### config.mk
export PLATFORM = sky130hd
export DESIGN_NAME = cid_pattern_gen
export DESIGN_NICKNAME = d
export VERILOG_FILES = /design/src/rtl/cid_pattern_gen.sv
export SDC_FILE = /design/constraint.sdc
export NUM_CORES = 2
export LEC_CHECK = 0
export ABC_AREA = 0
export BUFFER_PORTS_ARGS = -buffer_cell sky130_fd_sc_hd__clkbuf_2
export CELL_PAD_IN_SITES_DETAIL_PLACEMENT = 1
export CELL_PAD_IN_SITES_GLOBAL_PLACEMENT = 2
export CORE_UTILIZATION = 37
export DETAILED_ROUTE_END_ITERATION = 8
export MAX_ROUTING_LAYER = met4
export PLACE_DENSITY_LB_ADDON = 0.1
export SLEW_MARGIN = 20
export SYNTH_ARGS = -nofsm -noshare
export SYNTH_HDL_FRONTEND = slang
export SYNTH_SLANG_ARGS = --single-unit
export TNS_END_PERCENT = 1
### constraint.sdc
create_clock -name clk -period 36.1 [get_ports clk]
set_input_delay 3.61 -clock clk [delete_from_list [all_inputs] [get_ports clk]]
set_output_delay 3.61 -clock clk [all_outputs]
set_load 0.01 [all_outputs]
### src/rtl/cid_pattern_gen.sv
module cid_pattern_gen #(
  parameter int W        = 8,
  parameter int LEN_W    = 16,
  parameter int ZERO_RUN = 72,
  parameter int MIN_LEN  = 10328
) (
  input  logic             clk,
  input  logic             rst,
  input  logic             en,
  input  logic [30:0]      seed_i,
  input  logic [LEN_W-1:0] seg_len_i,
  output logic [W-1:0]     data_o,
  output logic             valid_o,
  output logic             sop_o,
  output logic             half_o
);
  localparam int SW = 31;
  localparam int PW = $clog2(ZERO_RUN + SW + (1 << LEN_W) + 1);

  logic [PW-1:0]    pos_q, pos_c;
  logic             hf_q, hf_c;
  logic [SW-1:0]    lfsr_q, lfsr_c, seed_q, seed_c;
  logic [LEN_W-1:0] len_q, len_c;
  logic [W-1:0]     word_c;
  logic             sop_c, b;

  always_comb begin
    pos_c  = pos_q;
    hf_c   = hf_q;
    lfsr_c = lfsr_q;
    seed_c = seed_q;
    len_c  = len_q;
    sop_c  = 1'b0;
    word_c = '0;
    b      = 1'b0;
    for (int i = W - 1; i >= 0; i--) begin
      if (pos_c == '0) begin
        if (!hf_c) begin
          seed_c = (seed_i == '0) ? '1 : seed_i;
          len_c  = (seg_len_i < LEN_W'(MIN_LEN)) ? LEN_W'(MIN_LEN) : seg_len_i;
          sop_c  = 1'b1;
        end
        lfsr_c = seed_c;
      end
      if (pos_c < PW'(ZERO_RUN)) b = 1'b0;
      else begin
        b      = lfsr_c[SW-1];
        lfsr_c = {lfsr_c[SW-2:0], lfsr_c[SW-1] ^ lfsr_c[SW-4]};
      end
      word_c[i] = b ^ hf_c;
      if (pos_c == PW'(ZERO_RUN + SW - 1) + PW'(len_c)) begin
        pos_c = '0;
        hf_c  = ~hf_c;
      end else pos_c = pos_c + 1'b1;
    end
  end

  always_ff @(posedge clk) begin
    if (rst) begin
      pos_q   <= '0;
      hf_q    <= 1'b0;
      lfsr_q  <= '1;
      seed_q  <= '1;
      len_q   <= LEN_W'(MIN_LEN);
      data_o  <= '0;
      valid_o <= 1'b0;
      sop_o   <= 1'b0;
      half_o  <= 1'b0;
    end else begin
      valid_o <= en;
      sop_o   <= en && sop_c;
      if (en) begin
        pos_q  <= pos_c;
        hf_q   <= hf_c;
        lfsr_q <= lfsr_c;
        seed_q <= seed_c;
        len_q  <= len_c;
        data_o <= word_c;
        half_o <= hf_q;
      end
    end
  end

  a_r2_valid_on_en: assert property (@(posedge clk) disable iff (rst) en |=> valid_o);
  a_r2_idle_no_valid: assert property (@(posedge clk) disable iff (rst) !en |=> !valid_o && $stable(half_o) && $stable(pos_q));
  a_r5_len_floor: assert property (@(posedge clk) disable iff (rst) len_q >= LEN_W'(MIN_LEN));
  a_r7_lfsr_live: assert property (@(posedge clk) disable iff (rst) lfsr_q != '0 && seed_q != '0);
  a_r8_seed_held: assert property (@(posedge clk) disable iff (rst) !sop_c |=> $stable(seed_q) && $stable(len_q));
  a_r10_sop_valid: assert property (@(posedge clk) disable iff (rst) sop_o |-> valid_o);
  a_r10_sop_single: assert property (@(posedge clk) disable iff (rst) sop_o |=> !sop_o);
endmodule

After elaboration in Yosys (flattened, before gate mapping). Index checks and enable logic that the tools add are counted. W data, S select, Z words.

Add/sub/neg operators: 16. Order comparisons: 9. Equal/unequal tests: 8. Multiplexer cells: 90. Bitwise logic cells: 24. Reductions and logical operators: 10.

Operators by type and width (count): $mux W31 (33); $mux W16 (17); $add A17 B1 Y17 const B (8); $add A7 B16 Y17 const A (8); $eq A17 B17 Y1 (8); $logic_not A17 Y1 (8); $lt A17 B7 Y1 const B (8); $mux W17 (8); $mux W1 (32); $logic_not A31 Y1 (1); $lt A16 B14 Y1 const B (1); $xor A1 B1 Y1 (16); $not A1 Y1 (8); $logic_and A1 B1 Y1 (1).

Flip-flop bits (word level): 107. Input port bits: 50. Output and inout bits: 11. Word-level logic and storage cells: 166.

Logic depth before layout (Yosys ltp).
Depth after elaboration: 42. Depth in mapped cells: 160. Depth with buffers taken out: 134.

Worst setup path after synthesis. Ideal clock, no wire load.

Path type: in2reg. Start: in seg_len_i[13]. End: reg pos_q[0]. Setup time: 117 ps. Data arrival time: 33283 ps. Required time: 35983 ps. Path slack: 2700 ps. Cell stages on the path: 152. Buffers on the path: 29. Path through: clkbuf_1 > o21a_1 > buf_2 > nor2_1 > nor2_1 > and2_1 > clkbuf_1 > a21oi_1 > ha_1 > a211oi_1 > o21ai_0 > a22o_1 > nand3_1 > clkbuf_1 > nand2b_1 > clkbuf_1 > clkbuf_1 > clkbuf_1 > [116 not listed] > nand4b_1 > nand2b_1 > buf_2 > nand2_1 > ha_1 > nand3_1 > o21ai_4 > mux2_2 > ha_1 > o21ai_1 > nand3_1 > mux2_1 > a211oi_1 > o2111ai_1 > and2_1 > buf_6 > buf_6 > a22o_1.

Cells in the longest elaborated chain, start to end: 42.

RTL lines: start, declared (line 11) `input logic [LEN_W-1:0] seg_len_i,`; $lt A16 B14 Y1 (line 40) `len_c = (seg_len_i < LEN_W'(MIN_LEN)) ? LEN_W'(MIN_LEN) : seg_len_i;`; $mux W16 (*) (line 40); $mux W16 (line 38) `if (!hf_c) begin`; $mux W16 (line 37) `if (pos_c == '0) begin`; $add A7 B16 Y17 (line 51) `if (pos_c == PW'(ZERO_RUN + SW - 1) + PW'(len_c)) begin`; $eq A17 B17 Y1 (line 51); $mux W17 / $mux W1 (equally long branches) (line 51); $logic_not A17 Y1 / $mux W16 (equally long branches) (line 37, 38); [26 not listed]; $add A7 B16 Y17 (line 51); $eq A17 B17 Y1 (line 51); $mux W17 / $mux W1 (equally long branches) (line 51); $logic_not A17 Y1 / $mux W16 (equally long branches) (line 37, 38); $mux W16 (line 37); $add A7 B16 Y17 (line 51); $eq A17 B17 Y1 (line 51); $mux W17 (*) (line 51); end signal, assigned (line 73) `pos_q <= pos_c;`; end, declared (line 20) `logic [PW-1:0] pos_q, pos_c;`.

Every way passes the cells marked *; elsewhere a longest branch is shown, timed or not. A chain may end at the register's enable or synchronous reset.

Worst setup path after layout.
Start: in seg_len_i[14]. End: reg pos_q[13].

The elaborated chain is that of the path after synthesis.

==> metrics.txt <==
Routed Antenna Nets=0; Final Setup Violations=0; Syn Std Cell Area=26,300 sq um; ys async rst share=0%; clk_lat worst skew=around 0.40 ns; crit end category=flop; CP Launch Type=input pin; Reg-to-Reg End=pos_q[13]; Root Driver=clkbuf_16; H-tree depth=3; number of synthesis warnings=0; CTS Buf Count=9; DR vias=between 30,000 and 40,000; reg2reg setup slack=4.11 ns; run status=completed; final WL=~140 mm; Yosys cell types=around 120; CP most frequent cell=nand2_1; TritonCTS clock tree=built; WP data required=36.40 ns; post-place setup slack=-0.420 ns; Non-Filler Instances=about 5,000; sequential share of the synthesized area=8.15%; Worst-Margin Slew=approximately 1.1 ns; first-pass GRT wire length=between 200 and 250 mm; Leak=approximately 11 nW; RD Place Congestion=1.08; max-cap viol count=0; Placed Cells=between 4,000 and 5,000; full die area=between 70,000 and 80,000 sq um; Buffers on Ports=60; Period Utilization, post-route=~95%; Post-synth EDFFs=0; largest net degree at the start of global routing=between 70 and 80; combinational power share=69.5%; internal power=around 0.39 mW; hold crit path type=reg -> reg; io pins=61; Chip Width=about 270 microns; grt ovf=0; DR pass1 iterations=5; Area contributors post-synth=mux2i_1, nor2_1, a21oi_1; Critical Path Source=seg_len_i[14]; final max-slew violation count=0; critical path's largest stage delay=about 0.70 ns; HP Start=data_o[2]; # DRC=0; Yosys top cell area share=13.0%; worst r2r src=pos_q[3]; Total GRT Usage=~40%; CTS sink cnt=about 110; setup TNS=0 ns; leading area contributor after synthesis=mux2i_1; area delta synth->final=8.01%; final core occ=roughly 40%; Pwr Density=just under 30 nW/um^2; syn avg cell area=approximately 6.4 sq um; antenna violations before repair=3; hpwl dp=111 mm; Critical Path Fanout Max=27; syn nets=approximately 4,200; top-count cell post-synth=nor2_1; core area=70,100 sq um; vias in the first global route=between 30,000 and 40,000; Sw Share=between 50% and 60%; top cells by count, synth=nor2_1, a21oi_1, nand2_1; drt first-iter violations=approximately 2,900; # rows=just under 100; Rel. slew slack=23.4%; Max IR drop VDD=~0.000026 V; switching power=0.452 mW; skew final=~0.024 ns; f_max=approximately 29 MHz; NumNets Final=4,097; kind of critical path=in -> reg; proportion of layout cells with a drive suffix above 1=about 11%; Worst-path clk slew=approximately 0.090 ns; Wirelength per Cell=about 29 microns; Die Y=about 270 microns; Hold EP=data_o[2]; Vias/cell=between 6 and 7; cell count of the worst hold path=2; Tmin final=around 34 ns; register share of total power=17.4%; initial core utilization=between 30% and 40%; slowest CP cell=or4b_4; part of the power in the clock network=a little over an eighth; Setup WS post-layout=1.76 ns; WP data arrival=approximately 35 ns; Top FF cell, synth=dfxtp_1; register bit total from synthesis=roughly 110; endpoints failing hold=0; post-synthesis instance total=about 4,100; Worst Reg-to-Reg Cells=about 130; clk buf depth=2; Post-CTS Hold Fix Bufs=0
## cell usage in the layout (no fill, tap or decap), types with 91 or more instances in the layout
master,n
a211oi_1,138
a21oi_1,439
o21ai_0,235
nand2_1,404
nand3_1,122
xnor2_1,195
inv_1,93
buf_4,163
dfxtp_1,106
nor2_1,594
xor2_1,91
nor3_1,97
mux2i_1,337
## through the flow
stage          hold slack (ns)  cell area (sq um)  power [mW]
5_1_grt                  0.498              28400       0.893
3_5_place_dp             0.445              27800       0.716
4_1_cts                  0.464              28100       0.831
2_1_floorplan            0.468              26300       0.532
3_3_place_gp             0.441              27800       0.717
6_report                 0.459              28400       0.846
## final cells by class
class                      instances  area (sq um)
clock inverter                     7          82.6
multi-input combinational       3582         22800
tap                              940          1180
timing repair buffer             226          1560
sequential                       107          2150
antenna                            2          5.00
fill                            9322         41800
clock buffer                       9           225
inverter                          97           364
## metal layers
metal | GRT usage [%] | vias to the layer above | wire length [microns]
met5 | - | - | 0
met4 | 22.8 | 0 | 9170
met3 | 6.15 | 395 | 10200
met2 | 64.4 | 1312 | 66400
met1 | 47.9 | 15600 | 58700
li1 | - | 14700 | -
## critical path: cells and delay by family
| family | cells | cell delay, ns |
|---|---|---|
| buffers and inverters | 12 | 2.38 |
| xor gates and xnor gates | 5 | 0.92 |
| adders and majority gates | 12 | 3.37 |
| AOI/OAI and AO/OA | 34 | 8.87 |
| and+or+nand+nor | 57 | 13.83 |
| muxes | 5 | 1.54 |
## timing repair
| action | 4_1_cts | 5_1_grt |
|---|---|---|
| hold endpoints to repair | 0 | 0 |
| setup endpoints to repair | 17 | 97 |
| resized for setup | 1 | 25 |
| buffers inserted | 0 | 14 |
| pin swaps | 0 | 3 |
## state kept, by name (all words and copies together) (netlist names)
| name | flops |
|---|---|
| pos_q | 17 |
| data_o | 8 |
| half_o | 1 |
| seed_q | 31 |
| sop_o | 1 |
| lfsr_q | 31 |
| hf_q | 1 |
| len_q | 16 |
| valid_o | 1 |
## logic make-up (layout without fill, tap and decap cells)
kind of cell | count (synthesis) | after routing | synth area share [%]
compound gates | 1195 | 1195 | 28.6
xor+xnor | 296 | 296 | 9.97
fa+ha+maj | 24 | 24 | 1.14
buf+inv | 417 | 339 | 6.35
flops | 107 | 107 | 8.15
mux | 399 | 399 | 15.5
other cells | 0 | 2 | 0
simple gates | 1668 | 1668 | 30.3
## power groups by stage
stage	logic [mW]	clock network, mW	registers (mW)
after global placement	0.568	0	0.149
after global routing	0.628	0.117	0.148
final	0.589	0.111	0.147
after floorplan	0.397	0	0.135
after detailed placement	0.567	0	0.149
after CTS	0.571	0.114	0.146
## how the worst max path moves through the flow
stage / endpoint / slack, ns / cells past startpoint
after global placement: pos_q[3] / 0.37 / 129
after floorplan: pos_q[0] / 2.70 / 152
after detailed placement: pos_q[13] / -0.42 / 129
after CTS: pos_q[13] / 0.09 / 129
final: pos_q[13] / 1.76 / 125
after global routing: pos_q[13] / -0.02 / 131
Power figures use the tool's default switching activity.
